[src/rtl/i2cm_pkg.sv]
`timescale 1ns/1ps
// Shared definitions for the I2C master sequencer.
// Assumes: register addresses are two bits wide and data is one byte.
package i2cm_pkg;
    localparam logic [1:0] A_CTRL = 2'd0;
    localparam logic [1:0] A_STAT = 2'd1;
    localparam logic [1:0] A_DATA = 2'd2;
    localparam logic [1:0] A_DIV  = 2'd3;

    // Control bit positions
    localparam int C_MST   = 0;
    localparam int C_TX    = 1;
    localparam int C_NOACK = 2;
    localparam int C_RSTA  = 3;

    // Line engine states
    typedef enum logic [2:0] {
        E_IDLE,
        E_START,
        E_RSTART,
        E_STOP,
        E_BIT,
        E_HOLD
    } eng_st_t;
endpackage

[src/rtl/i2cm_tick.sv]
`timescale 1ns/1ps
// Step timer: pulses `done` on the last clock of each step of div_eff clocks.
// Assumes: div_eff >= 2; restart holds the count at zero while no step runs.
module i2cm_tick #(
    parameter int DIV_W = 8
) (
    input  logic             clk,
    input  logic             rst_n,
    input  logic             restart,
    input  logic [DIV_W-1:0] div_eff,
    output logic             done
);
    localparam logic [DIV_W-1:0] ONE = DIV_W'(1);

    logic [DIV_W-1:0] cnt;

    assign done = (cnt == div_eff - ONE);

    // Count clocks within the current step
    always_ff @(posedge clk) begin
        if (!rst_n || restart || done) cnt <= '0;
        else                           cnt <= cnt + ONE;
    end
endmodule

[src/rtl/i2cm_bits.sv]
`timescale 1ns/1ps
// Line engine: produces START, repeated START, STOP and 9-bit byte cells on
// the open-drain SCL/SDA drivers, each step lasting div_eff clocks.
// Assumes: single master, no clock stretching, sda_in already synchronous.
module i2cm_bits
    import i2cm_pkg::*;
#(
    parameter int DIV_W = 8
) (
    input  logic             clk,
    input  logic             rst_n,
    input  logic [DIV_W-1:0] div_eff,
    input  logic             cmd_start,
    input  logic             cmd_rstart,
    input  logic             cmd_stop,
    input  logic             cmd_byte,
    input  logic             byte_tx,
    input  logic [7:0]       tx_data,
    input  logic             send_ack,
    input  logic             sda_in,
    output logic             scl_low_o,
    output logic             sda_low_o,
    output logic             byte_done,
    output logic [7:0]       rx_data,
    output logic             ack_bit,
    output logic             eng_idle,
    output logic             eng_hold,
    output logic             running
);
    eng_st_t     st;
    logic [1:0]  sub, last_sub;
    logic [3:0]  bitn;
    logic [7:0]  shreg;
    logic        is_tx, ack_low_q, scl_w, sda_w, bit_drv, step_done;
    logic        scl_low_q, sda_low_q;

    assign eng_idle  = (st == E_IDLE);
    assign eng_hold  = (st == E_HOLD);
    assign running   = !eng_idle && !eng_hold;
    assign rx_data   = shreg;
    assign scl_low_o = scl_low_q;
    assign sda_low_o = sda_low_q;

    i2cm_tick #(.DIV_W(DIV_W)) u_tick (
        .clk     (clk),
        .rst_n   (rst_n),
        .restart (!running),
        .div_eff (div_eff),
        .done    (step_done)
    );

    // Level the current cell wants on SDA
    assign bit_drv = (bitn == 4'd8) ? (!is_tx && ack_low_q) : (is_tx && !shreg[7]);

    // Wanted line levels for the current state and step
    always_comb begin
        last_sub = 2'd2;
        scl_w    = 1'b0;
        sda_w    = 1'b0;
        case (st)
            E_HOLD:   begin scl_w = 1'b1;         sda_w = sda_low_q;    end
            E_START:  begin scl_w = 1'b0;         sda_w = (sub != 2'd0); last_sub = 2'd1; end
            E_RSTART: begin scl_w = (sub == 2'd0); sda_w = (sub == 2'd2); end
            E_STOP:   begin scl_w = (sub == 2'd0); sda_w = (sub != 2'd2); end
            E_BIT:    begin scl_w = (sub == 2'd0); sda_w = bit_drv;     last_sub = 2'd1; end
            default:  begin scl_w = 1'b0;         sda_w = 1'b0;         end
        endcase
    end

    // Output stage: SDA may not move on the edge that pulls SCL low
    always_ff @(posedge clk) begin
        if (!rst_n) begin
            scl_low_q <= 1'b0;
            sda_low_q <= 1'b0;
        end else begin
            scl_low_q <= scl_w;
            sda_low_q <= (scl_w && !scl_low_q) ? sda_low_q : sda_w;
        end
    end

    // State sequencing, shifting and acknowledge sampling
    always_ff @(posedge clk) begin
        if (!rst_n) begin
            st        <= E_IDLE;
            sub       <= 2'd0;
            bitn      <= 4'd0;
            shreg     <= 8'd0;
            is_tx     <= 1'b0;
            ack_low_q <= 1'b0;
            ack_bit   <= 1'b0;
            byte_done <= 1'b0;
        end else begin
            byte_done <= 1'b0;
            case (st)
                E_IDLE: if (cmd_start) begin st <= E_START; sub <= 2'd0; end
                E_HOLD: begin
                    if (cmd_stop)        begin st <= E_STOP;   sub <= 2'd0; end
                    else if (cmd_rstart) begin st <= E_RSTART; sub <= 2'd0; end
                    else if (cmd_byte) begin
                        st        <= E_BIT;
                        sub       <= 2'd0;
                        bitn      <= 4'd0;
                        is_tx     <= byte_tx;
                        ack_low_q <= send_ack;
                        shreg     <= tx_data;
                    end
                end
                default: if (step_done) begin
                    if (sub != last_sub) sub <= sub + 2'd1;
                    else begin
                        sub <= 2'd0;
                        case (st)
                            E_START, E_RSTART: st <= E_HOLD;
                            E_STOP:            st <= E_IDLE;
                            default: begin
                                if (bitn == 4'd8) begin
                                    st        <= E_HOLD;
                                    ack_bit   <= sda_in;
                                    byte_done <= 1'b1;
                                end else begin
                                    shreg <= {shreg[6:0], sda_in};
                                    bitn  <= bitn + 4'd1;
                                end
                            end
                        endcase
                    end
                end
            endcase
        end
    end

    // Checker counter: clocks since SCL last changed
    logic [15:0] hold_cnt;
    always_ff @(posedge clk) begin
        if (!rst_n || (scl_low_q != scl_w)) hold_cnt <= 16'd0;
        else if (hold_cnt != 16'hFFFF)       hold_cnt <= hold_cnt + 16'd1;
    end

    p_scl_fall_sda_steady_r3: assert property (@(posedge clk) disable iff (!rst_n)
        $rose(scl_low_q) |-> $stable(sda_low_q));
    p_scl_rise_sda_steady_r3: assert property (@(posedge clk) disable iff (!rst_n)
        $fell(scl_low_q) |-> $stable(sda_low_q));
    p_half_period_r3: assert property (@(posedge clk) disable iff (!rst_n)
        (scl_low_q != scl_w) |-> (hold_cnt >= 16'(div_eff) - 16'd1));
endmodule

[src/rtl/i2cm_busmon.sv]
`timescale 1ns/1ps
// Bus monitor: tracks START/STOP conditions on the resolved lines.
// Assumes: line inputs are synchronous to clk; idle bus is high on both.
module i2cm_busmon (
    input  logic clk,
    input  logic rst_n,
    input  logic scl_in,
    input  logic sda_in,
    output logic busy
);
    logic scl_p, sda_p, saw_start, saw_stop;

    assign saw_start = scl_in && scl_p &&  sda_p && !sda_in;
    assign saw_stop  = scl_in && scl_p && !sda_p &&  sda_in;

    // Previous line levels and busy flag
    always_ff @(posedge clk) begin
        if (!rst_n) begin
            scl_p <= 1'b1;
            sda_p <= 1'b1;
            busy  <= 1'b0;
        end else begin
            scl_p <= scl_in;
            sda_p <= sda_in;
            if (saw_start)     busy <= 1'b1;
            else if (saw_stop) busy <= 1'b0;
        end
    end

    p_busy_follows_start_r9: assert property (@(posedge clk) disable iff (!rst_n)
        saw_start |=> busy);
endmodule

[src/rtl/i2cm_seq.sv]
`timescale 1ns/1ps
// I2C master byte sequencer: register front end over the line engine.
// Assumes: 7-bit addressing, single master; software writes the divider
// only while the bus is idle.
module i2cm_seq
    import i2cm_pkg::*;
#(
    parameter int               DIV_W     = 8,
    parameter logic [DIV_W-1:0] DIV_RESET = DIV_W'(50)
) (
    input  logic       clk,
    input  logic       rst_n,
    input  logic       reg_wr,
    input  logic       reg_rd,
    input  logic [1:0] reg_addr,
    input  logic [7:0] reg_wdata,
    output logic [7:0] reg_rdata,
    output logic       irq,
    input  logic       scl_in,
    input  logic       sda_in,
    output logic       scl_low_o,
    output logic       sda_low_o
);
    localparam logic [DIV_W-1:0] DIV_MIN = DIV_W'(2);

    logic             mst_q, tx_q, noack_q, irq_q, nak_q, cur_tx_q, rx_nak_q;
    logic [7:0]       rxbuf_q, rx_data;
    logic [DIV_W-1:0] div_q, div_eff;
    logic             wr_ctrl, wr_stat, data_go;
    logic             cmd_start, cmd_rstart, cmd_stop, cmd_byte, auto_stop;
    logic             byte_done, ack_bit, eng_idle, eng_hold, running, bus_busy;

    assign div_eff   = (div_q < DIV_MIN) ? DIV_MIN : div_q;
    assign wr_ctrl   = reg_wr && (reg_addr == A_CTRL);
    assign wr_stat   = reg_wr && (reg_addr == A_STAT);
    assign data_go   = (reg_wr && (reg_addr == A_DATA) &&  tx_q)
                     || (reg_rd && (reg_addr == A_DATA) && !tx_q);
    assign auto_stop = byte_done && rx_nak_q;

    // Commands to the line engine
    assign cmd_start  = wr_ctrl && !mst_q && reg_wdata[C_MST] && eng_idle;
    assign cmd_stop   = (wr_ctrl && mst_q && !reg_wdata[C_MST] && eng_hold) || auto_stop;
    assign cmd_rstart = wr_ctrl && mst_q && reg_wdata[C_MST] && reg_wdata[C_RSTA] && eng_hold;
    assign cmd_byte   = data_go && mst_q && eng_hold;
    assign irq        = irq_q;

    i2cm_bits #(.DIV_W(DIV_W)) u_bits (
        .clk        (clk),
        .rst_n      (rst_n),
        .div_eff    (div_eff),
        .cmd_start  (cmd_start),
        .cmd_rstart (cmd_rstart),
        .cmd_stop   (cmd_stop),
        .cmd_byte   (cmd_byte),
        .byte_tx    (tx_q),
        .tx_data    (reg_wdata),
        .send_ack   (!noack_q),
        .sda_in     (sda_in),
        .scl_low_o  (scl_low_o),
        .sda_low_o  (sda_low_o),
        .byte_done  (byte_done),
        .rx_data    (rx_data),
        .ack_bit    (ack_bit),
        .eng_idle   (eng_idle),
        .eng_hold   (eng_hold),
        .running    (running)
    );

    i2cm_busmon u_mon (
        .clk    (clk),
        .rst_n  (rst_n),
        .scl_in (scl_in),
        .sda_in (sda_in),
        .busy   (bus_busy)
    );

    // Register state, byte bookkeeping and interrupt flag
    always_ff @(posedge clk) begin
        if (!rst_n) begin
            mst_q    <= 1'b0;
            tx_q     <= 1'b0;
            noack_q  <= 1'b0;
            irq_q    <= 1'b0;
            nak_q    <= 1'b0;
            cur_tx_q <= 1'b0;
            rx_nak_q <= 1'b0;
            rxbuf_q  <= 8'd0;
            div_q    <= DIV_RESET;
        end else begin
            if (wr_ctrl) begin
                mst_q   <= reg_wdata[C_MST];
                tx_q    <= reg_wdata[C_TX];
                noack_q <= reg_wdata[C_NOACK];
            end
            if (auto_stop) mst_q <= 1'b0;
            if (reg_wr && (reg_addr == A_DIV)) div_q <= reg_wdata[DIV_W-1:0];
            if (cmd_byte) begin
                cur_tx_q <= tx_q;
                rx_nak_q <= !tx_q && noack_q;
            end
            if (byte_done) begin
                if (cur_tx_q) nak_q   <= ack_bit;
                else          rxbuf_q <= rx_data;
            end
            if (byte_done)    irq_q <= 1'b1;
            else if (wr_stat) irq_q <= 1'b0;
        end
    end

    // Read-data multiplexer
    always_comb begin
        case (reg_addr)
            A_CTRL:  reg_rdata = {5'd0, noack_q, tx_q, mst_q};
            A_STAT:  reg_rdata = {4'd0, running, bus_busy, nak_q, irq_q};
            A_DATA:  reg_rdata = rxbuf_q;
            default: reg_rdata = 8'(div_q);
        endcase
    end

    p_irq_on_scl_fall_r8: assert property (@(posedge clk) disable iff (!rst_n)
        $rose(irq_q) |-> $rose(scl_low_o));
    p_irq_clear_r8: assert property (@(posedge clk) disable iff (!rst_n)
        (wr_stat && !byte_done) |=> !irq_q);
    p_rstart_keeps_bus_r7: assert property (@(posedge clk) disable iff (!rst_n)
        cmd_rstart |-> bus_busy);
    p_autostop_engages_r6: assert property (@(posedge clk) disable iff (!rst_n)
        auto_stop |=> (running && !mst_q));
endmodule

[config.mk]
export PLATFORM = sky130hd
export DESIGN_NAME = i2cm_seq
export DESIGN_NICKNAME = d
export VERILOG_FILES = /design/src/rtl/i2cm_pkg.sv /design/src/rtl/i2cm_tick.sv /design/src/rtl/i2cm_bits.sv /design/src/rtl/i2cm_busmon.sv /design/src/rtl/i2cm_seq.sv
export SDC_FILE = /design/constraint.sdc
export NUM_CORES = 1
export LEC_CHECK = 0
export ABC_AREA = 1
export BUFFER_PORTS_ARGS = -buffer_cell sky130_fd_sc_hd__buf_2
export CAP_MARGIN = 5
export CORE_MARGIN = 2
export CORE_UTILIZATION = 66
export CTS_BUF_LIST = sky130_fd_sc_hd__clkbuf_8
export DETAILED_ROUTE_END_ITERATION = 12
export GPL_ROUTABILITY_DRIVEN = 0
export PLACE_DENSITY = 0.87
export SLEW_MARGIN = 10
export SYNTH_ARGS = -nofsm -noshare
export SYNTH_HDL_FRONTEND = slang
export SYNTH_SLANG_ARGS = --single-unit
[constraint.sdc]
create_clock -name clk -period 3.5 [get_ports clk]
set_input_delay 0.525 -clock clk [delete_from_list [all_inputs] [get_ports clk]]
set_output_delay 0.525 -clock clk [all_outputs]
set_load 0.01 [all_outputs]
== Yosys cells after proc, flatten, opt, wreduce, memory -nomap -nowiden ==
Cells that the tools add are included.
Cells by class
  add/sub/neg operators: 4
  muxes and demuxes: 43
  $lt $le $gt $ge: 1
  bitwise gates (word level): 11
  eq/ne operators: 22
  reductions and logical operators: 70
Operators by type and width (number)
  $mux 8: 8
  $logic_and 1x1->1: 29
  $mux 4: 7
  $pmux 8 s3: 1
  $mux 3: 7
  $pmux 8 s2: 1
  $mux 2: 7
  $ne 2x2->1 const B: 7
  $logic_not 1->1: 13
  $pmux 3 s2: 2
  $not 1->1: 11
  $reduce_and 5->1: 2
  $add 8x1->8 const B: 1
  $eq 8x8->1: 1
  $lt 8x2->1 const B: 1
  $pmux 4 s2: 1
  $reduce_and 8->1: 1
  $reduce_bool 2->1: 4
  $reduce_or 2->1: 4
  $reduce_or 8->1: 1
  $sub 8x1->8 const B: 1
  $eq 2x2->1 const B: 3
  $eq 3x2->1 const B: 2
  $eq 3x3->1 const B: 2
  22 further kinds: 34
Word-level totals
  logic and storage cells: 174
  output and inout port bits: 11
  register bits after elaboration: 57

== Depth between registers and ports, before layout ==
  depth after elaboration: 10
  gate-level depth with buffers: 18
  gate-level depth less buffers: 18

== By module ==
A second synthesis with hierarchy kept.
Second synthesis, totals
  cells, all modules: 496
  area, all modules: 3438.3 µm²
By module, submodules not included
  i2cm_bits: cells an instance 210, times used 1, area each 1487.7 µm²
  i2cm_seq: cells an instance 159, times used 1, area each 1106.1 µm²
  i2cm_tick: cells an instance 110, times used 1, area each 719.4 µm²
  i2cm_busmon: cells an instance 17, times used 1, area each 125.1 µm²

== Least setup slack after synthesis ==
OpenSTA, ideal clock, no wires.
  path kind: flip-flop to flip-flop
  from: register div_q[2]
  to: register u_bits.bitn[3]
  arrival: 2.112 ns
  buffers on the path: 1
  period minus slack after synthesis: 2.176 ns
  slack: 1.324 ns
  data required time: 3.436 ns
  setup time: 0.064 ns
  cell stages (with the launch flop): 18
  cell sequence: dfxtp_1 -> nor2_4 -> nand2_4 -> nor2_4 -> nor2_1 -> ha_1 -> xor2_1 -> nand3_1 -> a21oi_1 -> nand2_1 -> nor2_2 -> nand2_2 -> nor2_4 -> nand2_4 -> nand2_4 -> buf_8 -> a21oi_2 -> nor2_1
Between the ends
  cells in the longest elaborated chain, start to end: 6
Ends and longest elaborated chain
  from (decl): RTL line i2cm_seq.sv:28  | logic [DIV_W-1:0] div_q, div_eff;
  from (signal assigned): RTL line i2cm_seq.sv:96  | if (reg_wr && (reg_addr == A_DIV)) div_q <= reg_wdata[DIV_W-1:0];
  $lt 8x2->1: RTL line i2cm_seq.sv:33  | assign div_eff = (div_q < DIV_MIN) ? DIV_MIN : div_q;
  $mux 8 (*): RTL line i2cm_seq.sv:33
  $sub 8x1->8 (*): RTL line i2cm_tick.sv:17  | assign done = (cnt == div_eff - ONE);
  $eq 8x8->1 (*): RTL line i2cm_tick.sv:17
  $reduce_bool 2->1 (no line) (*)
  $reduce_and 8->1 (no line) (*)
  to (signal assigned): RTL line i2cm_bits.sv:122  | bitn <= bitn + 4'd1;
  to (decl): RTL line i2cm_bits.sv:32  | logic [3:0] bitn;
Every way passes the cells marked *; elsewhere a longest branch is shown, timed or not.
A chain may end at the register's enable or synchronous reset.

== Worst setup path after layout ==
  from: register u_bits.st[2]
  to: output port reg_rdata[3]
Between the ends
  cells in the longest elaborated chain, start to end: 4
  elaborated cells on any way between the ends: 6
Ends and longest elaborated chain
  from (decl): RTL line i2cm_bits.sv:30  | eng_st_t st;
  from (signal assigned): RTL line i2cm_bits.sv:84  | st <= E_IDLE;
  from (signal assigned): RTL line i2cm_bits.sv:95  | E_IDLE: if (cmd_start) begin st <= E_START; sub <= 2'd0; end
  from (signal assigned): RTL line i2cm_bits.sv:97  | if (cmd_stop) begin st <= E_STOP; sub <= 2'd0; end
  $eq 3x3->1 or $logic_not 3->1 (tied branches): RTL line i2cm_bits.sv:38, i2cm_bits.sv:37
  $logic_not 1->1: RTL line i2cm_bits.sv:39  | assign running = !eng_idle && !eng_hold;
  $logic_and 1x1->1 (*): RTL line i2cm_bits.sv:39
  $pmux 8 s3 (*): RTL line i2cm_seq.sv:112  | case (reg_addr)
  to (decl): RTL line i2cm_seq.sv:17  | output logic [7:0] reg_rdata,
Marked as above.

==> flow_summary.yaml <==
outcome:
  status: "completed"
power:
  leakage_nw: 1.57
  peakVddDrop_uv: 429
  power_density_nw_per_um2: 556
floorplan:
  rows: 24
  die_h_um: 72.0
  coreArea_um2: 4410
  ios: 27
  dieArea_um2: 5190
  initial_core_util_pct: 69.2
  fp.dieW_um: 72.0
placed_design:
  numPortBuffers: 26
  placed_cell_area_um2: 3200
  place_ws_ns: 1.04
  hpwl_mm: 5.59
layout:
  final_nets: 498
  area_delta_synth_final_pct: 12.3
  postLayoutCellArea_um2: 3430
  fillers: 360
  post-route-util_pct: 77.7
  drive_gt1_share_pct: 14.8
  multi_input_area_um2: 1640
  register_area_um2: 1140
  antenna_cells: 0
synthesis:
  synthFlopType: "dfxtp_1"
  synth_nets: 469
  yosys_warnings: 0
  synth_area_leaders: "dfxtp_1 (37%), nand2_1 (11%), nor2_1 (8.8%)"
  synth-edff-count: 0
  yosysTopAreaCell: "dfxtp_1"
  synth_area_um2: 3050
  syn_area_per_cell_um2: 6.83
  synthArstFlopShare_pct: 0
  synth-seq-cells: 57
  synth_top_area_share_pct: 37.4
  synth_seq_area_share_pct: 37.4
  synth_cells: 447
  yosysUniqueCellTypes: 41
clock_tree:
  root_buffer: "clkbuf_8"
  clk_latency_ns: 0.36
  ctsResizeCount: 0
  h-tree-depth: 3
  post_cts_buffers: 0
  tritoncts: "done"
  clock_path_buffers: 2
  cts_made_buffers: 9
  ctsHoldBuffers: 0
  clk_pin_slew_ns: 0.06
  clock_sinks: 57
sta:
  fin_ws_ns: 0.887
  rsz0062_at_grt: "false"
  fmax_mhz: 383
  whs_ns: 0.389
  slew_violations: 0
  finalHoldViolations: 0
  fin_crit_sh_pct: 74.7
  max_slew_margin_pct: 62.3
  tns_ns: 0
  tightest_slew_ns: 0.551
  setup_viol: 0
  fin_worst_skew_ns: 0.0109
  fin_crit_ns: 2.61
drt:
  first_iter_violations: 312
  wl_per_cell_um: 14.0
  route.detailed.drc: 0
  finalWirelength_mm: 7.44
  dr.pass1.iters: 6
  drtAntennaViolNets: 0
  routed_via_density: 5.66
  vias: 3017
global_route:
  grt_pass1_vias: 2870
  grt_max_degree: 37
  grt_overflow_total: 0
  grtUsageTotal_pct: 31.5
  grt_first_pass_wirelength_mm: 12.5
  antenna_found_initial: 0
critical_path:
  path_max_fanout: 16
  worstPathArrival_ns: 2.09
  crit_type: "flip-flop to output port"
  cp_data_required_time_ns: 2.97
  crit_path_start_kind: "flip-flop"
  endpoint_kind: "output port"
run:
  cap_violations: 0
hold_path:
  holdCritPathClass: "input port to flip-flop"
[final timing paths]
path                           end  slack, ns              from  cells past startpoint
setup / recovery      reg_rdata[3]       0.89      u_bits.st[2]                      6
hold / removal         u_mon.scl_p       0.39            scl_in                      2
setup reg to reg      u_bits.st[0]       0.97          div_q[2]                     16
hold reg to reg   u_bits.ack_low_q       0.45  u_bits.ack_low_q                      2
[cells in the mapped netlist, types with 4 or more instances]
master / n
nor2_2: 5
nand2_1: 88
inv_1: 55
nand3_1: 26
nor2_1: 72
nor3_1: 7
clkbuf_1: 5
dfxtp_1: 57
xor2_1: 9
inv_2: 4
o21ai_0: 33
o21ai_1: 8
nor2_4: 4
nand2_2: 5
ha_1: 6
a21oi_1: 27
[kinds of logic after synthesis]
family | after synthesis | synth area share (%)
fa+ha+maj | 6 | 2.46
xor+xnor | 10 | 2.87
compound gates | 87 | 16.1
flops | 57 | 37.4
simple gates | 219 | 32.2
buf+inv | 68 | 9.01
[critical path: stages, from the launching register on]
cell      delay [ns]
dfxtp_1         0.46
inv_2           0.11
nor2_2          0.40
inv_2           0.23
nand2_1         0.24
o221ai_1        0.14
buf_2           0.16
[per-layer routing]
layer	GRT usage (%)	routed length, um	up-vias	part of all wire (%)
met5	0	0	-	0
met2	51.9	3540	130	48
met1	38.4	3180	1361	43
li1	-	-	1500	-
met4	16.1	219	0	2.9
met3	7.64	505	26	6.8
[state kept, by name, summed over array words and instances, names as in the netlist, 2 cells and up]
| signal | cells |
|---|---|
| u_bits.rx_data | 8 |
| u_bits.bitn | 4 |
| u_bits.sub | 2 |
| u_bits.u_tick.cnt | 8 |
| rxbuf_q | 8 |
| div_q | 8 |
| u_bits.st | 3 |
[report_power, final]
| part | switching [mW] | leakage (nW) | internal, mW | total [mW] |
|---|---|---|---|---|
| clock network | 0.272 | 0.113 | 0.437 | 0.708 |
| registers | 0.0437 | 0.462 | 0.693 | 0.736 |
| logic | 0.306 | 0.991 | 0.156 | 0.462 |
| total | 0.621 | 1.57 | 1.29 | 1.91 |
[metrics by stage]
| stage | cells | power (mW) |
|---|---|---|
| CTS | 533 | 1.91 |
| finish | 533 | 1.91 |
| global placement | 517 | 1.18 |
| global route | 533 | 2.00 |
| detailed placement | 517 | 1.20 |
| floorplan | 447 | 1.08 |
[cell type report]
type,instances,share of cell area (%)
Clock buffer,11,4.41
Timing Repair Buffer,26,3.79
Sequential cell,57,33.3
Tap cell,52,1.90
Multi-Input combinational cell,322,47.8
Inverter,60,6.57
Clock inverter,5,2.30
[cell usage in the layout, fill, tap and decap left out, drive strengths merged, types with 2 or more instances in the layout]
| cell | n |
|---|---|
| o21ai | 42 |
| nor3 | 10 |
| ha | 6 |
| nor2 | 81 |
| xor2 | 9 |
| nand3 | 27 |
| a211oi | 2 |
| inv | 60 |
| clkbuf | 11 |
| a21oi | 29 |
| o22ai | 2 |
| buf | 26 |
| bufinv | 2 |
| a22oi | 2 |
| nand2 | 96 |
| clkinvlp | 2 |
| dfxtp | 57 |
| o2111ai | 3 |
| nand4 | 2 |
Power figures use the tool's default switching activity.
